**config.mk**
```make
export PLATFORM = sky130hd
export DESIGN_NAME = cr_timer
export DESIGN_NICKNAME = d
export VERILOG_FILES = /design/src/rtl/cr_timer_pkg.sv /design/src/rtl/cr_timer_edge.sv /design/src/rtl/cr_timer_core.sv /design/src/rtl/cr_timer_regs.sv /design/src/rtl/cr_timer.sv
export SDC_FILE = /design/constraint.sdc
export NUM_CORES = 1
export LEC_CHECK = 0
export ABC_AREA = 1
export BUFFER_PORTS_ARGS = -buffer_cell sky130_fd_sc_hd__buf_4
export CORE_MARGIN = 2
export CORE_UTILIZATION = 45
export CTS_CLUSTER_SIZE = 30
export DETAILED_ROUTE_END_ITERATION = 10
export GPL_ROUTABILITY_DRIVEN = 0
export PLACE_DENSITY = 0.71
export SKIP_CTS_REPAIR_TIMING = 1
export SYNTH_ARGS = -nofsm -noshare
export SYNTH_HDL_FRONTEND = slang
export SYNTH_SLANG_ARGS = --single-unit
```
**constraint.sdc**
```tcl
create_clock -name clk -period 3.1 [get_ports clk]
set_input_delay 0.62 -clock clk [delete_from_list [all_inputs] [get_ports clk]]
set_output_delay 0.62 -clock clk [all_outputs]
set_load 0.005 [all_outputs]
```
**src/rtl/cr_timer_pkg.sv**
```systemverilog
package cr_timer_pkg;
  localparam int DW = 8;

  typedef enum logic [2:0] {
    A_CTRL   = 3'd0,
    A_MODE   = 3'd1,
    A_CNT_LO = 3'd2,
    A_CNT_HI = 3'd3,
    A_RLD_LO = 3'd4,
    A_RLD_HI = 3'd5
  } reg_addr_e;

  typedef struct packed {
    logic ovf;
    logic evt;
    logic rx_clk;
    logic tx_clk;
    logic evt_en;
    logic cap_sel;
    logic src_ext;
    logic run;
  } ctrl_t;

  typedef enum logic [1:0] {
    M_CAPTURE = 2'd0,
    M_RELOAD  = 2'd1,
    M_BAUD    = 2'd2
  } mode_e;
endpackage

```
**src/rtl/cr_timer_edge.sv**
```systemverilog
module cr_timer_edge #(
  parameter int N = 2
) (
  input  logic         clk,
  input  logic         rst_n,
  input  logic         tick_i,
  input  logic [N-1:0] pin_i,
  output logic [N-1:0] fall_o
);
  logic [N-1:0] last_q;

  for (genvar i = 0; i < N; i++) begin : g_pin
    always_ff @(posedge clk or negedge rst_n) begin
      if (!rst_n)      last_q[i] <= 1'b0;
      else if (tick_i) last_q[i] <= pin_i[i];
    end
    assign fall_o[i] = tick_i & last_q[i] & ~pin_i[i];
  end
endmodule

```
**src/rtl/cr_timer_core.sv**
```systemverilog
module cr_timer_core
  import cr_timer_pkg::*;
#(
  parameter int CNT_W = 16,
  localparam int NB = CNT_W / DW
) (
  input  logic             clk,
  input  logic             rst_n,
  input  logic             step_i,
  input  logic             down_i,
  input  mode_e            mode_i,
  input  logic             evt_reload_i,
  input  logic [CNT_W-1:0] rld_i,
  input  logic [NB-1:0]    wr_i,
  input  logic [DW-1:0]    wdata_i,
  output logic [CNT_W-1:0] cnt_o,
  output logic             wrap_o
);
  logic [CNT_W-1:0] cnt_q, nxt;
  logic at_top, at_floor;

  assign at_top   = (cnt_q == {CNT_W{1'b1}});
  assign at_floor = (cnt_q == rld_i);
  assign wrap_o   = step_i & (down_i ? at_floor : at_top);

  always_comb begin
    nxt = cnt_q;
    if (evt_reload_i) begin
      nxt = rld_i;
    end else if (step_i) begin
      if (down_i)      nxt = at_floor ? {CNT_W{1'b1}} : cnt_q - 1'b1;
      else if (at_top) nxt = (mode_i == M_CAPTURE) ? '0 : rld_i;
      else             nxt = cnt_q + 1'b1;
    end
  end

  for (genvar b = 0; b < NB; b++) begin : g_byte
    always_ff @(posedge clk or negedge rst_n) begin
      if (!rst_n)     cnt_q[b*DW +: DW] <= '0;
      else if (wr_i[b]) cnt_q[b*DW +: DW] <= wdata_i;
      else            cnt_q[b*DW +: DW] <= nxt[b*DW +: DW];
    end
  end

  assign cnt_o = cnt_q;
endmodule

```
**src/rtl/cr_timer_regs.sv**
```systemverilog
module cr_timer_regs
  import cr_timer_pkg::*;
#(
  parameter int CNT_W = 16,
  localparam int NB = CNT_W / DW
) (
  input  logic             clk,
  input  logic             rst_n,
  input  logic             wr_ctrl_i,
  input  logic             wr_mode_i,
  input  logic [NB-1:0]    wr_rld_i,
  input  logic [DW-1:0]    wdata_i,
  input  logic             set_ovf_i,
  input  logic             set_evt_i,
  input  logic             capture_i,
  input  logic [CNT_W-1:0] cnt_i,
  output ctrl_t            ctrl_o,
  output logic             down_en_o,
  output logic [CNT_W-1:0] rld_o
);
  ctrl_t ctrl_q;
  logic down_q;
  logic [CNT_W-1:0] rld_q;

  always_ff @(posedge clk or negedge rst_n) begin
    if (!rst_n) begin
      ctrl_q <= '0;
      down_q <= 1'b0;
    end else begin
      if (wr_ctrl_i) ctrl_q <= ctrl_t'(wdata_i);
      if (set_ovf_i) ctrl_q.ovf <= 1'b1;
      if (set_evt_i) ctrl_q.evt <= 1'b1;
      if (wr_mode_i) down_q <= wdata_i[0];
    end
  end

  for (genvar b = 0; b < NB; b++) begin : g_rld
    always_ff @(posedge clk or negedge rst_n) begin
      if (!rst_n)          rld_q[b*DW +: DW] <= '0;
      else if (wr_rld_i[b]) rld_q[b*DW +: DW] <= wdata_i;
      else if (capture_i)  rld_q[b*DW +: DW] <= cnt_i[b*DW +: DW];
    end
  end

  assign ctrl_o    = ctrl_q;
  assign down_en_o = down_q;
  assign rld_o     = rld_q;
endmodule

```
**src/rtl/cr_timer.sv**
```systemverilog
module cr_timer
  import cr_timer_pkg::*;
#(
  parameter int CNT_W = 16
) (
  input  logic          clk,
  input  logic          rst_n,
  input  logic          tick_i,
  input  logic          cnt_pin_i,
  input  logic          ext_pin_i,
  input  logic          wr_en_i,
  input  logic [2:0]    addr_i,
  input  logic [DW-1:0] wdata_i,
  output logic [DW-1:0] rd_data_o,
  output logic          baud_tick_o,
  output logic          irq_o
);
  localparam int NB = CNT_W / DW;

  ctrl_t            ctrl_q;
  logic             down_en_q;
  logic [CNT_W-1:0] cnt_q, rld_q;
  logic [1:0]       fall;
  logic             cnt_fall, ext_fall;
  mode_e            mode;
  logic             down_mode, step, wrap, baud_q;
  logic             capture, evt_reload, set_evt, set_ovf;
  logic [NB-1:0]    wr_cnt, wr_rld;

  cr_timer_edge #(.N(2)) u_edge (
    .clk(clk), .rst_n(rst_n), .tick_i(tick_i),
    .pin_i({ext_pin_i, cnt_pin_i}), .fall_o(fall)
  );
  assign cnt_fall = fall[0];
  assign ext_fall = fall[1];

  always_comb begin
    if (ctrl_q.rx_clk | ctrl_q.tx_clk) mode = M_BAUD;
    else if (ctrl_q.cap_sel)           mode = M_CAPTURE;
    else                               mode = M_RELOAD;
  end

  assign down_mode  = (mode == M_RELOAD) & down_en_q;
  assign step       = tick_i & ctrl_q.run & (ctrl_q.src_ext ? cnt_fall : 1'b1);
  assign capture    = ext_fall & ctrl_q.evt_en & (mode == M_CAPTURE);
  assign evt_reload = ext_fall & ctrl_q.evt_en & (mode == M_RELOAD) & ~down_en_q;
  assign set_evt    = ext_fall & ctrl_q.evt_en & ~down_mode;
  assign set_ovf    = wrap & (mode != M_BAUD);

  for (genvar b = 0; b < NB; b++) begin : g_dec
    assign wr_cnt[b] = wr_en_i & (addr_i == 3'(A_CNT_LO) + 3'(b));
    assign wr_rld[b] = wr_en_i & (addr_i == 3'(A_RLD_LO) + 3'(b));
  end

  cr_timer_core #(.CNT_W(CNT_W)) u_core (
    .clk(clk), .rst_n(rst_n), .step_i(step),
    .down_i(down_mode & ~ext_pin_i), .mode_i(mode),
    .evt_reload_i(evt_reload), .rld_i(rld_q),
    .wr_i(wr_cnt), .wdata_i(wdata_i),
    .cnt_o(cnt_q), .wrap_o(wrap)
  );

  cr_timer_regs #(.CNT_W(CNT_W)) u_regs (
    .clk(clk), .rst_n(rst_n),
    .wr_ctrl_i(wr_en_i & (addr_i == A_CTRL)),
    .wr_mode_i(wr_en_i & (addr_i == A_MODE)),
    .wr_rld_i(wr_rld), .wdata_i(wdata_i),
    .set_ovf_i(set_ovf), .set_evt_i(set_evt),
    .capture_i(capture), .cnt_i(cnt_q),
    .ctrl_o(ctrl_q), .down_en_o(down_en_q), .rld_o(rld_q)
  );

  always_ff @(posedge clk or negedge rst_n) begin
    if (!rst_n) baud_q <= 1'b0;
    else        baud_q <= wrap & (mode == M_BAUD);
  end
  assign baud_tick_o = baud_q;

  assign irq_o = ctrl_q.ovf | (ctrl_q.evt & ~down_mode);

  always_comb begin
    rd_data_o = '0;
    case (addr_i)
      A_CTRL:   rd_data_o = ctrl_q;
      A_MODE:   rd_data_o = {{(DW-1){1'b0}}, down_en_q};
      A_CNT_LO: rd_data_o = cnt_q[DW-1:0];
      A_CNT_HI: rd_data_o = cnt_q[2*DW-1:DW];
      A_RLD_LO: rd_data_o = rld_q[DW-1:0];
      A_RLD_HI: rd_data_o = rld_q[2*DW-1:DW];
      default:  rd_data_o = '0;
    endcase
  end
endmodule

```
# After elaboration in Yosys (flattened, before gate mapping)

Cells that the tools add are included.

Multiplexer cells: 20
Add/sub/neg operators: 2
Reductions and logical operators: 8
Equality and inequality tests: 10
Bitwise logic cells: 29

Operators by type and width:

| cell                  | count |
|---|---|
| $mux 16               | 6 |
| $mux 8                | 7 |
| $pmux 8 s6            | 1 |
| $and 1x1->1           | 23 |
| $add 16x1->16 const B | 1 |
| $eq 16x16->1          | 1 |
| $eq 16x16->1 const B  | 1 |
| $sub 16x1->16 const B | 1 |
| $reduce_bool 2->1     | 4 |
| $eq 3x2->1 const B    | 2 |
| $eq 3x3->1 const B    | 2 |
| $reduce_bool 3->1     | 2 |
| $mux 1                | 5 |
| $not 1->1             | 4 |
| $eq 3x1->1 const B    | 1 |
| $logic_not 3->1       | 1 |
| $eq 2x1->1 const B    | 1 |
| $eq 2x2->1 const B    | 1 |
| $logic_not 2->1       | 1 |
| $mux 2                | 1 |
| $ne 2x2->1 const B    | 1 |
| $or 1x1->1            | 2 |

Word-level logic and storage cells: 85
Bits of input ports: 17
Bits in registers: 44
Output and inout port bits: 10

# Longest topological paths before layout

Depth after elaboration: 9
Gate-level depth with buffers: 14
Gate-level depth less buffers: 13

# By module

A second synthesis with hierarchy kept.

Cells, all modules: 753
Area, all modules: 4401.7 sq um

By module, submodules not included:

| module        | area an instance (sq um) | cells each | seq. area each (sq um) | instances |
|---|---|---|---|---|
| cr_timer_core | 2409.8                   | 449        | 400.4                  | 1 |
| cr_timer_regs | 1171.1                   | 157        | 625.6                  | 1 |
| cr_timer      | 729.4                    | 134        | 25.0                   | 1 |
| cr_timer_edge | 91.3                     | 13         | 50.0                   | 1 |

# Least setup slack after synthesis

No wires, ideal clock.

Kind: input to output
From: input addr_i[0]
To: output rd_data_o[7]
Arrival time: 1.306 ns
Buffers on the path: 0
Required time: 2.480 ns
Stages: 6
Setup slack: 1.174 ns
Cells stage by stage: inv_1 nor2_1 nand2_1 nor2_1 a221oi_1 o221ai_1

Word-level cells in the longest chain between the ends: 2
Elaborated cells between the ends (all ways): 7
Those cells by class: eq/ne: 5; mux: 1; reduce/logical: 1

Ends and longest elaborated chain:

| item                                     | line           | text |
|---|---|---|
| start, declared                          | cr_timer.sv:12 | `input logic [2:0] addr_i,` |
| $eq 3x3->1, or another cell as far along | cr_timer.sv:83 | `case (addr_i)` |
| $pmux 8 s6 *                             | cr_timer.sv:83 |  |
| end, declared                            | cr_timer.sv:14 | `output logic [DW-1:0] rd_data_o,` |

Mark *: on every way between the ends. The rest lies on a longest branch, timed or not.

# Worst setup path after layout

Ends and elaborated chain as after synthesis.

==> results.md <==
* Total grt overflow at 0
* CTS Buffer Depth at 2
* WL/cell at 18.7 microns
* Number of flops mapped to enable cells by yosys at 0
* Syn nets at 637
* Post-route setup TNS at 0 ns
* Startpoint types: primary input
* Crit path time final at 2.43 ns
* Fill count at 855
* Antenna viol nets, final at 0
* Initial antenna violation count at 0
* Highest routed layer: met4
* Setup violations, final at 0
* DRT Wirelength at 13.9 mm
* Placed cell areas at 4090 sq um
* Clock latency on the worst-skew pair at 0.31 ns
* Primary FF master, synth: dfrtp_1
* Period utilization at 78.3%
* Crit path DAT at 1.81 ns
* Hold crit path type: primary input to asynchronous set/reset pin
* Vias per cell at 6.03
* Pins over their slew limit at 0
* Sequential cell area at 1100 sq um
* CTS Sinks at 44
* Synth top area cells: dfrtp_1 29%, nand2_1 19%, inv_1 7.6%
* Chip Height at 96.5 microns
* Max Cap Viol at 0
* Die X at 96.5 microns
* Placed insts at 734
* Number of H-tree levels at 2
* Hpwl dp at 10.4 mm
* Post-synthesis sequential area ratio at 28.6%
* CTS Root Cell: clkbuf_8
* Peak supply drop at 0.000448 V
* Mapped Cells at 618
* Post-synth top area cell: dfrtp_1
* WP data required at 2.48 ns
* Global-route wire length before repair at 21.3 mm
* Initial Utilization at 46.7%
* Final #Nets at 655
* Largest net degree at the start of global routing at 45
* Ys Warns at 0
* DRT Pass-1 Iters at 6
* Met1 Wirelength at 5.51 mm
* Total CTS buffers at 5
* Post-synth top area share at 28.6%
* Setup WS pre-CTS at 0.759 ns
* Vias at 4471
* Synth unique cells at 30
* Skew final at 0.00866 ns
* Final Cell Area at 4180 sq um
* Final Hold Viols at 0
* Critical path type: primary input to output pin
* Min Hold Slack at 0.311 ns
* Final WS setup at 0.674 ns
* FFs w/ async S/R, synth at 100%
* Slew at the pin with the worst max-slew slack at 0.621 ns
* Total track usage at 30.6%
* Area of the mapped netlist at 3850 sq um
* Cell Pwr Density at 768 nW/um^2
* First DRT Iteration DRCs at 615
* Core Area at 8260 sq um
* Final instance count without filler cells at 742
* Fmax at 0.412 GHz
* CTS tree: done
* Clock Pin Slew Worst Setup and Hold Paths at 0.08 ns
* Final Core Density at 50.7%
* #FFs+latches synth at 44
* Wire length on met2 at 6.22 mm
* Relative slew slack at 58.3%
* P_leak at 2.06 nW
* Row cnt at 33
* Fraction of layout cells with a size suffix above 1 at 10.4%
* Ant. Diodes at 0
* Outcome: finished, final reports clean
* Number of global-route vias before repair at 4031
* Syn Area/Cell at 6.23 sq um
* CP endpoint kind: output pin
* Synthesis-to-finish area growth at 8.57%
* Multi-input gate area at 2320 sq um
* Buffers added on ports at 26
* Total Power at 3.21 mW
* Die area at 9320 sq um
* RSZ-0062 raised after global routing: no
* Crit Path Max Fanout at 9
* Residual DRC at 0
* WL met3 at 1.79 mm
* Ports at 27
==> cells in the mapped netlist, types with 5 or more instances <==
master and n:
nand2_1 195, inv_1 78, nor2_1 59, nand3_1 51
o21ai_0 49, dfrtp_1 44, o22ai_1 21, a21oi_1 17
xor2_1 17, o21ai_1 13, inv_2 11, o221ai_1 10
nor2_2 7, a221oi_1 6, buf_2 6, nor2_4 5
==> cell families (layout without fill, tap and decap cells) <==
family	after synthesis	in the layout	synth area share (%)
flip-flops	44	44	28.6
adder cells (fa/ha/maj)	2	2	0.649
AND/OR/NAND/NOR	331	331	37.9
AO/OA/AOI/OAI	117	117	17.5
XOR/XNOR	18	18	4.09
buffers and inverters	106	125	11.3
==> per-layer routing <==
metal | GRT usage, % | vias up
met1 | 40.3 | 2062
met2 | 48.5 | 318
met4 | 8.33 | 0
met5 | 0 | -
li1 | - | 2045
met3 | 9.93 | 46
==> critical path, cell delays in order <==
cell	delay, ns
buf_4	0.12
inv_1	0.06
nor2_1	0.06
nand2_1	0.24
nor2_1	0.11
a221oi_1	0.23
o221ai_1	0.19
buf_4	0.17
==> cell usage in the layout, fill, tap and decap left out, types with 2 or more instances in the layout <==
cell type,n
inv_2,11
nand3_1,51
nand4_1,4
xor2_1,17
nor3_4,3
nor2_1,59
o21ai_1,13
o22ai_1,21
nor3_2,2
buf_4,27
o21ai_0,49
nand3_4,2
clkbuf_8,6
o221ai_1,10
a21oi_1,17
inv_1,78
dfrtp_1,44
nand2_1,195
a221oi_1,6
nor2_2,7
ha_1,2
nor2_4,5
==> path summary, 6_finish.rpt <==
kind / from / end / slack [ns] / cells after the start
min in group clk: u_edge.last_q[0] / u_edge.last_q[0] / 0.52 / 2
max reg2reg: u_core.cnt_o[4] / u_core.cnt_o[9] / 0.74 / 12
max: addr_i[0] / rd_data_o[7] / 0.67 / 8
min reg2reg: u_edge.last_q[0] / u_edge.last_q[0] / 0.52 / 2
min: rst_n / u_edge.last_q[1] / 0.31 / 1
max in group asynchronous: rst_n / u_regs.rld_o[11] / 2.38 / 1
==> flip-flops by register name, indices dropped and copies added, names as in the netlist <==
| name | count |
|---|---|
| baud_tick_o | 1 |
| u_regs.rld_o | 16 |
| u_edge.last_q | 2 |
| u_regs.ctrl_o | 8 |
| u_core.cnt_o | 16 |
| u_regs.down_en_o | 1 |
==> area by class of cell <==
class,instances,area share (%)
inverter,90,8.08
clock buffer,7,2.06
timing repair buffer,27,4.85
tap,105,3.14
clock inverter,1,0.179
sequential,44,26.3
multi-input combinational,468,55.4
==> power breakdown <==
part           switching [mW]  internal, mW  total [mW]
clock                   0.215         0.182       0.396
combinational            1.12         0.560        1.68
sequential              0.385         0.752        1.14
(Power assumes the default switching activity.)
